**src/rtl/pwr_idle_pkg.sv**
```systemverilog
package pwr_idle_pkg;

    typedef enum logic [2:0] {
        MODE_RUN      = 3'd0,
        MODE_PRI_IDLE = 3'd1,
        MODE_SEC_IDLE = 3'd2,
        MODE_RC_IDLE  = 3'd3,
        MODE_SLEEP    = 3'd4
    } pm_mode_e;

    typedef enum logic [1:0] {
        SRC_PRI = 2'd0,
        SRC_SEC = 2'd1,
        SRC_RC  = 2'd2
    } clk_src_e;

    typedef enum logic [1:0] {
        PH_RUN  = 2'd0,
        PH_HALT = 2'd1,
        PH_WAKE = 2'd2
    } phase_e;

endpackage

```
**src/rtl/pm_idle_select.sv**
```systemverilog
module pm_idle_select
    import pwr_idle_pkg::*;
#(
    parameter int N_SEC_EN = 4
) (
    input  logic                idle_en,
    input  logic [1:0]          clk_sel,
    input  logic [N_SEC_EN-1:0] sec_en,
    input  clk_src_e            src_now,
    output pm_mode_e            mode_nx,
    output clk_src_e            src_nx
);

    clk_src_e want;

    always_comb begin
        case (clk_sel)
            2'b00:   want = SRC_PRI;
            2'b01:   want = (|sec_en) ? SRC_SEC : src_now;
            default: want = SRC_RC;
        endcase

        if (!idle_en) begin
            src_nx  = src_now;
            mode_nx = MODE_SLEEP;
        end else begin
            src_nx = want;
            case (want)
                SRC_PRI: mode_nx = MODE_PRI_IDLE;
                SRC_SEC: mode_nx = MODE_SEC_IDLE;
                default: mode_nx = MODE_RC_IDLE;
            endcase
        end
    end

endmodule

```
**src/rtl/pm_osc_stable.sv**
```systemverilog
module pm_osc_stable #(
    parameter int OST_CYCLES = 1024
) (
    input  logic clk,
    input  logic rst_n,
    input  logic pri_on,
    input  logic pri_rdy,
    output logic stable
);

    localparam int CW = $clog2(OST_CYCLES + 1);

    typedef struct packed {
        logic [CW-1:0] cnt;
        logic          stable;
    } ost_t;

    ost_t r_d, r_q;

    always_comb begin
        r_d = r_q;
        if (!pri_on) begin
            r_d.cnt    = '0;
            r_d.stable = 1'b0;
        end else if (!r_q.stable) begin
            if (!pri_rdy) begin
                r_d.cnt = '0;
            end else if (r_q.cnt == CW'(OST_CYCLES - 1)) begin
                r_d.cnt    = '0;
                r_d.stable = 1'b1;
            end else begin
                r_d.cnt = r_q.cnt + 1'b1;
            end
        end
    end

    always_ff @(posedge clk) begin
        if (!rst_n) begin
            r_q.cnt    <= '0;
            r_q.stable <= 1'b1;
        end else begin
            r_q <= r_d;
        end
    end

    assign stable = r_q.stable;

    // the flag only rises after a cycle with the oscillator on and ready
    a_r8_stable_needs_ready: assert property (@(posedge clk) disable iff (!rst_n)
        $rose(stable) |-> $past(pri_on && pri_rdy));

    // switching the oscillator off clears the flag on the next edge
    a_r4_off_clears_flag: assert property (@(posedge clk) disable iff (!rst_n)
        !pri_on |=> !stable);

endmodule

```
**src/rtl/pm_idle_ctrl.sv**
```systemverilog
module pm_idle_ctrl
    import pwr_idle_pkg::*;
#(
    parameter int N_SEC_EN   = 4,
    parameter int OST_CYCLES = 1024,
    parameter int CSD_CYCLES = 2
) (
    input  logic                clk,
    input  logic                rst_n,
    input  logic                sleep_req,
    input  logic                idle_en,
    input  logic [1:0]          clk_sel,
    input  logic [N_SEC_EN-1:0] sec_en,
    input  logic                wake_evt,
    input  logic                pri_osc_rdy,
    output logic                cpu_clk_en,
    output logic                per_clk_en,
    output logic                pri_osc_en,
    output logic                pri_stable,
    output logic                sec_running,
    output logic [2:0]          pm_mode
);

    localparam int DW = $clog2(CSD_CYCLES + 1);

    typedef struct packed {
        phase_e   phase;
        pm_mode_e mode;
        clk_src_e src;
        logic [DW-1:0] dcnt;
        logic     cpu_en;
        logic     per_en;
    } ctl_t;

    ctl_t     r_d, r_q;
    pm_mode_e sel_mode;
    clk_src_e sel_src;
    logic     src_ready;

    pm_idle_select #(.N_SEC_EN(N_SEC_EN)) i_select (
        .idle_en (idle_en),
        .clk_sel (clk_sel),
        .sec_en  (sec_en),
        .src_now (r_q.src),
        .mode_nx (sel_mode),
        .src_nx  (sel_src)
    );

    pm_osc_stable #(.OST_CYCLES(OST_CYCLES)) i_ost (
        .clk     (clk),
        .rst_n   (rst_n),
        .pri_on  (r_d.src == SRC_PRI),
        .pri_rdy (pri_osc_rdy),
        .stable  (pri_stable)
    );

    assign src_ready = (r_q.src != SRC_PRI) || pri_stable;

    always_comb begin
        r_d = r_q;
        case (r_q.phase)
            PH_RUN: begin
                if (sleep_req) begin
                    r_d.phase  = PH_HALT;
                    r_d.mode   = sel_mode;
                    r_d.src    = sel_src;
                    r_d.cpu_en = 1'b0;
                    r_d.per_en = (sel_mode != MODE_SLEEP);
                end
            end
            PH_HALT: begin
                if (wake_evt) begin
                    r_d.phase = PH_WAKE;
                    r_d.dcnt  = '0;
                end
            end
            PH_WAKE: begin
                if (src_ready) begin
                    if (r_q.dcnt == DW'(CSD_CYCLES - 1)) begin
                        r_d.phase  = PH_RUN;
                        r_d.mode   = MODE_RUN;
                        r_d.cpu_en = 1'b1;
                        r_d.per_en = 1'b1;
                        r_d.dcnt   = '0;
                    end else begin
                        r_d.dcnt = r_q.dcnt + 1'b1;
                    end
                end
            end
            default: r_d.phase = PH_RUN;
        endcase
    end

    always_ff @(posedge clk) begin
        if (!rst_n) begin
            r_q.phase  <= PH_RUN;
            r_q.mode   <= MODE_RUN;
            r_q.src    <= SRC_PRI;
            r_q.dcnt   <= '0;
            r_q.cpu_en <= 1'b1;
            r_q.per_en <= 1'b1;
        end else begin
            r_q <= r_d;
        end
    end

    assign cpu_clk_en  = r_q.cpu_en;
    assign per_clk_en  = r_q.per_en;
    assign pri_osc_en  = (r_q.src == SRC_PRI);
    assign sec_running = (r_q.src == SRC_SEC);
    assign pm_mode     = r_q.mode;

    // full sleep gates both clocks
    a_r2_sleep_gated: assert property (@(posedge clk) disable iff (!rst_n)
        (pm_mode == MODE_SLEEP) |-> (!cpu_clk_en && !per_clk_en));

    // secondary idle runs without the primary oscillator
    a_r4_sec_flags: assert property (@(posedge clk) disable iff (!rst_n)
        (pm_mode == MODE_SEC_IDLE) |-> (sec_running && !pri_stable && !pri_osc_en));

    // primary idle entered with a stable oscillator never loses the flag
    a_r3_pri_keeps_stable: assert property (@(posedge clk) disable iff (!rst_n)
        (r_q.src == SRC_PRI && $past(pri_stable) && $past(r_q.src == SRC_PRI)) |-> pri_stable);

    // the CPU clock only returns at the end of the delay, into run
    a_r7_resume_from_wake: assert property (@(posedge clk) disable iff (!rst_n)
        $rose(cpu_clk_en) |-> (pm_mode == MODE_RUN && $past(r_q.phase == PH_WAKE)));

    // while the CPU stays halted, the mode does not move
    a_r9_mode_held: assert property (@(posedge clk) disable iff (!rst_n)
        (!cpu_clk_en && $past(!cpu_clk_en)) |-> $stable(pm_mode));

endmodule

```
**config.mk**
```make
export PLATFORM = sky130hd
export DESIGN_NAME = pm_idle_ctrl
export DESIGN_NICKNAME = d
export VERILOG_FILES = /design/src/rtl/pwr_idle_pkg.sv /design/src/rtl/pm_idle_select.sv /design/src/rtl/pm_osc_stable.sv /design/src/rtl/pm_idle_ctrl.sv
export SDC_FILE = /design/constraint.sdc
export NUM_CORES = 1
export LEC_CHECK = 0
export ABC_AREA = 1
export BUFFER_PORTS_ARGS = -buffer_cell sky130_fd_sc_hd__buf_2
export CAP_MARGIN = 20
export CELL_PAD_IN_SITES_DETAIL_PLACEMENT = 1
export CELL_PAD_IN_SITES_GLOBAL_PLACEMENT = 1
export CORE_MARGIN = 4
export CORE_UTILIZATION = 39
export CTS_CLUSTER_SIZE = 8
export DETAILED_ROUTE_END_ITERATION = 16
export PLACE_DENSITY_LB_ADDON = 0.3
export SLEW_MARGIN = 5
export SYNTH_ARGS = -nofsm -noshare
export SYNTH_HDL_FRONTEND = slang
export SYNTH_SLANG_ARGS = --single-unit
```
**constraint.sdc**
```tcl
create_clock -name clk -period 2.1 [get_ports clk]
set_clock_uncertainty 0.2 [all_clocks]
set_input_delay 0.42 -clock clk [delete_from_list [all_inputs] [get_ports clk]]
set_output_delay 0.42 -clock clk [all_outputs]
set_load 0.05 [all_outputs]
```
==> results of run 1 <==
logic make-up after synthesis:
kind of cell	count (synthesis)	share of synthesized area
AOI/OAI and AO/OA	21	0.0860
buffers and inverters	35	0.113
adders and majority gates	1	0.00977
and+or+nand+nor	113	0.431
DFF	23	0.360
worst max-delay path, cell delays in order (launching register included):
cell	delay [ns]
sky130_fd_sc_hd__dfxtp_1	0.36
sky130_fd_sc_hd__nor2_1	0.20
sky130_fd_sc_hd__buf_2	0.31
power groups by stage:
stage / Sequential (mW) / Clock (mW) / Combinational (mW)
floorplan: 0.501 / 0 / 0.135
global placement: 0.477 / 0 / 0.205
detailed placement: 0.479 / 0 / 0.211
CTS: 0.470 / 0.221 / 0.213
global route: 0.473 / 0.248 / 0.230
finish: 0.470 / 0.214 / 0.210
through the flow:
step	area, sq um	setup WS, ns
6_report	1430	0.297
5_1_grt	1430	0.202
2_1_floorplan	1280	0.221
3_3_place_gp	1400	0.485
3_5_place_dp	1400	0.412
4_1_cts	1430	0.296
metal layers:
metal	up-vias	wire (microns)	track usage
li1	646	-	-
met1	598	1560	0.217
met2	15	1670	0.308
met3	4	92	0.0222
met4	0	37	0.0466
met5	-	0	0
worst max-delay path by stage:
| stage | from | to | slack (ns) | depth (start not counted) |
|---|---|---|---|---|
| floorplan | r_q[5]$_SDFF_PN0_ | pm_mode[2]$_SDFFE_PN0P_ | 0.22 | 7 |
| detailed placement | i_ost.r_q[1]$_SDFFE_PN0N_ | i_ost.stable$_SDFF_PN1_ | 0.41 | 7 |
| global placement | i_ost.r_q[1]$_SDFFE_PN0N_ | i_ost.stable$_SDFF_PN1_ | 0.49 | 7 |
| global route | r_q[5]$_SDFF_PN0_ | pri_osc_en | 0.20 | 2 |
| finish | r_q[5]$_SDFF_PN0_ | pri_osc_en | 0.30 | 2 |
| CTS | r_q[5]$_SDFF_PN0_ | pri_osc_en | 0.30 | 2 |
Yosys cell counts (all sizes together):
master  number
ha           1
dfxtp       23
o21ai        9
a31oi        1
clkbuf       1
or2          1
buf          5
inv         29
nor3         1
nand3b       2
nand3       19
nand4       10
nand2       53
nor2        27
a21oi       11
layout make-up:
cell class,count,area (sq um),area share
clock buffers,3,22.5,0.0158
clock inverters,1,5.00,0.00350
inverters,29,109,0.0762
multi-input cells,135,674,0.472
flip-flops and latches,23,460,0.322
well taps,44,55.1,0.0385
repair buffers,20,103,0.0718
flip-flops by register name, summed over array words and instances, names as in the netlist:
signal,cells
r_q,6
pm_mode,3
cpu_clk_en,1
i_ost.stable,1
per_clk_en,1
i_ost.r_q,11
==> results.txt, run 1 <==
The run finished with clean final reports. The total grt overflow came out at 0. At the pin with the least slew margin, the transition time is 0.346 ns. The quantity of I/O buffers inserted on ports is 19.

The count of clock tree sinks came out at 23. For the finished layout, the period the worst path requires is 1.80 ns. The analysis attributes to net switching a power of 310 uW.

In the layout the commonest cells are sky130_fd_sc_hd__nand2_1 (50), sky130_fd_sc_hd__inv_1 (28), sky130_fd_sc_hd__dfxtp_1 (23). The final count of negative-setup-slack endpoints came out at 0. The antenna violation net count after detailed routing came out at 0. The hold path endpoint is per_clk_en$_SDFFE_PN1P_. The number of remaining DRC errors is 0. Entering global routing, the biggest net connects 14 pins. The combinational cell fraction of total power came out at 0.235. The first global-routing pass estimated 5.79 mm of wire. In this run the critical register-to-register path is captured at i_ost.stable$_SDFF_PN1_. The worst ir drop on vdd came out at roughly 0.00029 V. In this run, CTS created clock tree buffers numbering 3. The share of total power dissipated in the clock network is 0.239.

The depth of the CTS H-tree came out at 1. The count of pins over their slew limit is 0. The cell-internal power came out at between 500 and 600 uW. The kind of start point of the critical path is a flip-flop. 20 I/O pins were placed. The required time at the worst-slack endpoint is 1.48 ns. The layout overhead on the synthesized area is 11.6%. The number of gates resized after cts came out at 0. Setup repair after global routing left no endpoint under its margin. The worst-case headroom to the max-slew limit is 0.769. The largest fanout on the critical path came out at 4. The most frequent standard cell in the layout excluding fill and tap cells is sky130_fd_sc_hd__nand2_1.

The max-cap violation count is 0. The number of inserted diodes came out at 0. The largest buffer count on any clock path is 2.

The HPWL reported at the end of detailed placement came out at 2.70 mm. The share of power burned in registers came out at 0.526. The leakage power came out at 0.650 nW.

After detailed routing, the number of vias per cell comes to a little under 5. The number of detailed-route iterations in the first pass came out at 4. For this configuration, the core starts out at a cell density of 0.413. The number of nets in the final layout came out at between 200 and 250. The worst-case reg-to-reg path depth came out at 7. The number of warnings issued by yosys is 0. The routed length per placed instance came out at approximately 13 microns.

The initial DRC count came out at 45. The post-synthesis cell type count is 24. The aggregate negative setup slack came out at 0 ns. The placement row count came out at 20.

The arrival time of the worst setup path is 1.18 ns. The root buffer cell chosen for the clock tree is sky130_fd_sc_hd__clkbuf_4. For this run, the register share of the synthesized area comes to 0.360. After clock tree synthesis, the flow added hold-fix buffers numbering 0.

The clock latency at the later pin of the worst-skew pair is 0.32 ns. The floorplan step set the die width to between 60 and 70 microns. The full die area is 4260 sq um. The total power after layout came out at 893 uW. Each instance of the synthesized netlist takes up on average around 6.6 sq um.

The clock-pin transition on the worst setup and hold timing paths is between 0.1 and 0.15 ns. The share of the cycle needed by the critical path after routing came out at 0.859. The worst-case register-to-register setup slack came out at approximately 0.37 ns. Across every metal layer, demand over resource in global routing totals 0.173. The number of antenna violations at the first check in global routing came out at 0.

The tightest min-delay check is of the in -> reg type. By area the synthesized netlist is led by sky130_fd_sc_hd__dfxtp_1 (36%), sky130_fd_sc_hd__nand2_1 (15%), sky130_fd_sc_hd__inv_1 (8.2%). The number of instances in the synthesized netlist is 193.

The vertical extent of the die is 65.3 microns. The share of synthesized area in the top cell type comes to 0.360. The via count of the first global-routing pass came to 1314.

The number of filler instances in the final layout is 454. The post-CTS setup-driven buffer insertion count is 0. The number of nets in the synthesized netlist is 206.

The number of cells after detailed placement came out at 251. The core area came out at around 3100 sq um. STA classifies the critical path endpoint as an output pin. The total vias in the final route is 1263. The power density of the placed cells is 625 nW/um^2. The share of the core filled with cells is 0.460. The fraction of layout instances using a drive strength above 1 came out at 0.194.

The summed instance area of the synthesized netlist came out at ~1300 sq um. Along the worst hold path, the cell count comes to 2. Derived from the worst setup path, the maximum achievable clock frequency is 554 MHz. The flip-flop and latch count after synthesis came out at 23. The routed wire length is 3.36 mm. TritonCTS built the clock tree.

The final hold slack came out at 0.175 ns. The worst register-to-register path begins at i_ost.r_q[1]$_SDFFE_PN0N_. The biggest area contributor in the post-synthesis netlist is sky130_fd_sc_hd__dfxtp_1.

The final standard cell count with taps included and fillers excluded came out at ~260. The critical path is of the reg -> out type. The switching portion of total power is 0.347.

The final count of hold timing violations is 0. The global placement routability congestion came out at 0.855. In this run the most critical hold path is launched from rst_n.
No activity file was read; power rests on OpenSTA's default activity.
==> run 2, diff against run 1 <==
--- a/config.mk
+++ b/config.mk
@@ -5,13 +5,12 @@
 export SDC_FILE = /design/constraint.sdc
 export NUM_CORES = 1
 export LEC_CHECK = 0
-export ABC_AREA = 1
 export BUFFER_PORTS_ARGS = -buffer_cell sky130_fd_sc_hd__buf_2
 export CAP_MARGIN = 20
 export CELL_PAD_IN_SITES_DETAIL_PLACEMENT = 1
 export CELL_PAD_IN_SITES_GLOBAL_PLACEMENT = 1
 export CORE_MARGIN = 4
-export CORE_UTILIZATION = 39
+export CORE_UTILIZATION = 40
 export CTS_CLUSTER_SIZE = 8
 export DETAILED_ROUTE_END_ITERATION = 16
 export PLACE_DENSITY_LB_ADDON = 0.3
==> constraint.sdc (replaced) <==
create_clock -name clk -period 2.1 [get_ports clk]
set_clock_uncertainty 0.2 [all_clocks]
set_input_delay 0.42 -clock clk [delete_from_list [all_inputs] [get_ports clk]]
set_output_delay 0.42 -clock clk [all_outputs]
set_load 0.02 [all_outputs]
==> run 2 against run 1 <==
Power decreased by 7.4%; worst setup slack lost 0.014 ns; wire length shrank 12%; synthesized cell count down 25%; fmax shrank 0.79%; register-to-register slack lost 0.09 ns; cell area decreased by 6.0%; first-iteration DRC count rose by 27%; clock power is 2% lower; flip-flop and latch count unchanged; sequential share of layout area is 2.1 points higher.
==> results.txt, run 2 <==
The longest individual stage delay on the worst path came out at 0.39 ns (+0.03 ns). The number of hold buffers added after CTS is 0 (unchanged). The TritonCTS buffer count came out at 3 (unchanged).

The tightest min-delay check is of the in -> reg type. The clock latency at the later pin of the worst-skew pair is 0.32 ns (about the same). The largest total area in the synthesized netlist belongs to sky130_fd_sc_hd__dfxtp_1. The layout overhead on the synthesized area is 10.5%.

The aggregate negative setup slack is 0 ns (unchanged). The kind of start point of the critical path is a flip-flop. The clock root buffer master is sky130_fd_sc_hd__clkbuf_4. The number of buffers and inverters on the critical path is 1 (unchanged). The placement row count came out at 19 (-5.0%). Yosys attributes the largest share of cell area to sky130_fd_sc_hd__dfxtp_1 (38%), sky130_fd_sc_hd__o21ai_0 (4.9%), sky130_fd_sc_hd__nand2_1 (4.6%).

Setup repair after global routing left no endpoint under its margin. The fraction of layout instances using a drive strength above 1 was 0.236 (+0.0417). Counting instances in the post-synthesis netlist gives the leading cell types as sky130_fd_sc_hd__dfxtp_1 (23), sky130_fd_sc_hd__nand2_1 (15), sky130_fd_sc_hd__nor2_1 (12), sky130_fd_sc_hd__o21ai_0 (12), sky130_fd_sc_hd__a21oi_1 (8).

The number of inserted diodes is 0 (unchanged). The XOR/XNOR share of the synthesized area is 0 (unchanged). The top-level port count is 20 (unchanged). The pin count of the biggest net entering global routing came out at 16 (+2). The slowest library cell on the worst path is sky130_fd_sc_hd__dfxtp_1. The slew at the pin closest to its max-slew limit is 0.485 ns (+0.139 ns). The HPWL reported at the end of detailed placement came to 2.23 mm (-17%).

The area share of and/or/nand/nor cells after synthesis came out at 0.319 (-0.112). The global placement routability congestion came to 0.805 (-5.8%). The power density of the placed cells came out at 616 nW/um^2 (-1.5%). The mean instance size in the synthesized netlist came out at 8.38 sq um (+26%). The minimum clock period after layout came out at 1.82 ns (+0.0144 ns). The number of antenna violations at the first check in global routing is 0 (unchanged). The share of synthesized flip-flops with an asynchronous set or reset came out at 0 (unchanged). The adder-cell share of the synthesized area came out at 0.0103 (+0.000523). The wire length of the first global-routing pass came out at 5.42 mm (-6.3%). The number of nets in the final layout came out at 175 (-22%). The leakage power is 0.492 nW (-24%).

The largest fanout on the critical path came out at 11 (+7). The final worst setup slack came to 0.282 ns (-0.0144 ns). The max-cap violation count is 0 (unchanged). The via count of the first global-routing pass came out at 1188 (-9.6%).

The worst ir drop on vdd came to 0.000350 V (+20%). The final hold slack came out at 0.173 ns (-0.00202 ns). In the synthesized netlist the dominant register cell turns out to be sky130_fd_sc_hd__dfxtp_1. The count of flip-flops with a built-in enable after synthesis came out at 0 (unchanged). The via density per instance is 6.04 (+22%). The number of warnings issued by yosys is 0 (unchanged).

The total grt overflow is 0 (unchanged). The post-CTS setup-driven buffer insertion count is 0 (unchanged). The initial DRC count came to 57 (+27%). The required time at the worst-slack endpoint is 2.12 ns (+0.64 ns). The share of synthesized area occupied by flip-flops and latches came out at 0.379 (+0.0193). The width of the die is 63.1 microns (-3.3%). The depth of the CTS H-tree is 1 (unchanged). The core area came to 2830 sq um (-8.8%). The worst setup path is captured at a flip-flop. The most frequent standard cell in the layout excluding fill and tap cells is sky130_fd_sc_hd__dfxtp_1. The worst-case headroom to the max-slew limit is 0.674 (-0.0947). The count of clock tree sinks came to 23 (unchanged). Among cell families on the critical path, the largest total delay comes from simple AND/OR/NAND/NOR gates.

i_ost.r_q holds more flip-flops than any other register. The routed wire length was 2.97 mm (-12%). The post-synthesis compound-gate area fraction is 0.225 (+0.138).

Leaving out fill and tap cells, the most frequent cells in the layout are sky130_fd_sc_hd__dfxtp_1 (23), sky130_fd_sc_hd__buf_2 (19), sky130_fd_sc_hd__nand2_1 (15). The count of pins over their slew limit is 0 (unchanged). Walking the worst path, the cells encountered are and4bb_2 -> mux2_2 -> o21ai_2 -> buf_4 -> nor2_1. The arrival time of the worst setup path came to 1.84 ns (+0.66 ns). The number of gates resized after cts is 0 (unchanged).

The full die area is 3980 sq um (-6.6%). The flip-flop and latch count after synthesis was 23 (unchanged). The total track usage is 0.166 (-0.00629).

The clock tree from TritonCTS is done. The total power after layout came out at 826 uW (-7.4%). The routed length per placed instance is 15.5 microns (+17%). The summed instance area of the synthesized netlist came out at 1210 sq um (-5.1%). The setup path with the least slack is of type reg -> reg. The starting density of the core is 0.429 (+0.0170). The number of nets in the synthesized netlist came out at 158 (-23%).

The final count of negative-setup-slack endpoints came out at 0 (unchanged). The total vias in the final route came out at 1159 (-8.2%). The clock-pin transition on the worst setup and hold timing paths came out at 0.13 ns (about the same). The largest buffer count on any clock path came out at 2 (unchanged).

The number of detailed-route iterations in the first pass came out at 4 (unchanged). The area share of the largest cell type after synthesis is 0.379 (+0.0193). The vertical extent of the die is 63.1 microns (-3.3%). The flip-flop count of the largest register, all copies and words added was 11 (unchanged).

The antenna violation net count after detailed routing came out at 0 (unchanged). Yosys instantiated no cell more often than sky130_fd_sc_hd__dfxtp_1. The number of remaining DRC errors came out at 0 (unchanged).

The final count of hold timing violations is 0 (unchanged). The mux share of post-synthesis cell area is 0.0175 (+0.0175). The number of instances in the synthesized netlist came out at 145 (-25%). The worst setup slack before clock tree synthesis came to 0.109 ns (-0.303 ns).

The post-synthesis cell type count came to 44 (+83%). The maximum clock frequency is 550 MHz (-0.79%). By area, the combinational part of the netlist is dominated by simple AND/OR/NAND/NOR gates. The quantity of I/O buffers inserted on ports came out at 19 (unchanged). The share of the cycle needed by the critical path after routing is 0.866 (+0.00683). The run finished with clean final reports.
==> run 2: cell types whose count changed after synthesis, sizes merged, moves of 4 or more <==
| cell | change |
|---|---|
| a31oi | +5 |
| nor2 | -15 |
| o21ai | +4 |
| nand2 | -38 |
| nand4 | -7 |
| nor4 | +4 |
| clkbuf | +5 |
| inv | -28 |
| and3 | +5 |
| nand3 | -13 |
| a21boi | +4 |
==> run 2: kinds of logic (layout without fill, tap and decap cells) <==
| family | Yosys count | after routing |
|---|---|---|
| and+or+nand+nor | 65 | 65 |
| AOI/OAI and AO/OA | 43 | 43 |
| DFF | 23 | 23 |
| buffers and inverters | 11 | 27 |
| muxes | 2 | 2 |
| adders and majority gates | 1 | 1 |
==> run 2: worst reg2reg max path, stage by stage, from the launching register on <==
cell	delay, ns
sky130_fd_sc_hd__dfxtp_1	0.39
sky130_fd_sc_hd__and4bb_2	0.37
sky130_fd_sc_hd__mux2_2	0.37
sky130_fd_sc_hd__o21ai_2	0.13
sky130_fd_sc_hd__buf_4	0.19
sky130_fd_sc_hd__nor2_1	0.08
==> run 2: where the power goes <==
| part | switching (mW) | internal (mW) | leakage [nW] | total (mW) |
|---|---|---|---|---|
| combinational | 0.0873 | 0.0625 | 0.287 | 0.150 |
| clock | 0.138 | 0.0714 | 0.0177 | 0.209 |
| sequential | 0.0149 | 0.452 | 0.187 | 0.467 |
| total | 0.240 | 0.586 | 0.492 | 0.826 |
==> run 2: cell type report <==
class,count,area (sq um)
inverters,1,3.75
clock buffers,3,22.5
repair buffers,22,118
clock inverters,1,5.00
multi-input cells,111,694
well taps,31,38.8
fillers,356,1490
flip-flops and latches,23,460
==> run 2: final timing paths <==
path | from | depth (start not counted) | endpoint | slack [ns]
max | r_q[10]$_SDFFE_PN0P_ | 5 | i_ost.r_q[11]$_SDFFE_PN0N_ | 0.28
max reg2reg | r_q[10]$_SDFFE_PN0P_ | 5 | i_ost.r_q[11]$_SDFFE_PN0N_ | 0.28
min reg2reg | cpu_clk_en$_SDFFE_PN1P_ | 2 | cpu_clk_en$_SDFFE_PN1P_ | 0.28
min | rst_n | 2 | cpu_clk_en$_SDFFE_PN1P_ | 0.17
==> run 2: routing by layer <==
layer / share of wire / GRT usage
met1: 0.45 / 0.206
met2: 0.50 / 0.283
met3: 0.032 / 0.0391
met4: 0.015 / 0.0523
met5: 0 / 0
==> run 2: metrics by stage <==
stage	util	std cells	cell area [sq um]
after global routing	0.475	192	1340
after detailed placement	0.465	188	1320
final	0.475	192	1340
after global placement	0.465	188	1320
after floorplan	-	145	1210
after CTS	0.475	192	1340
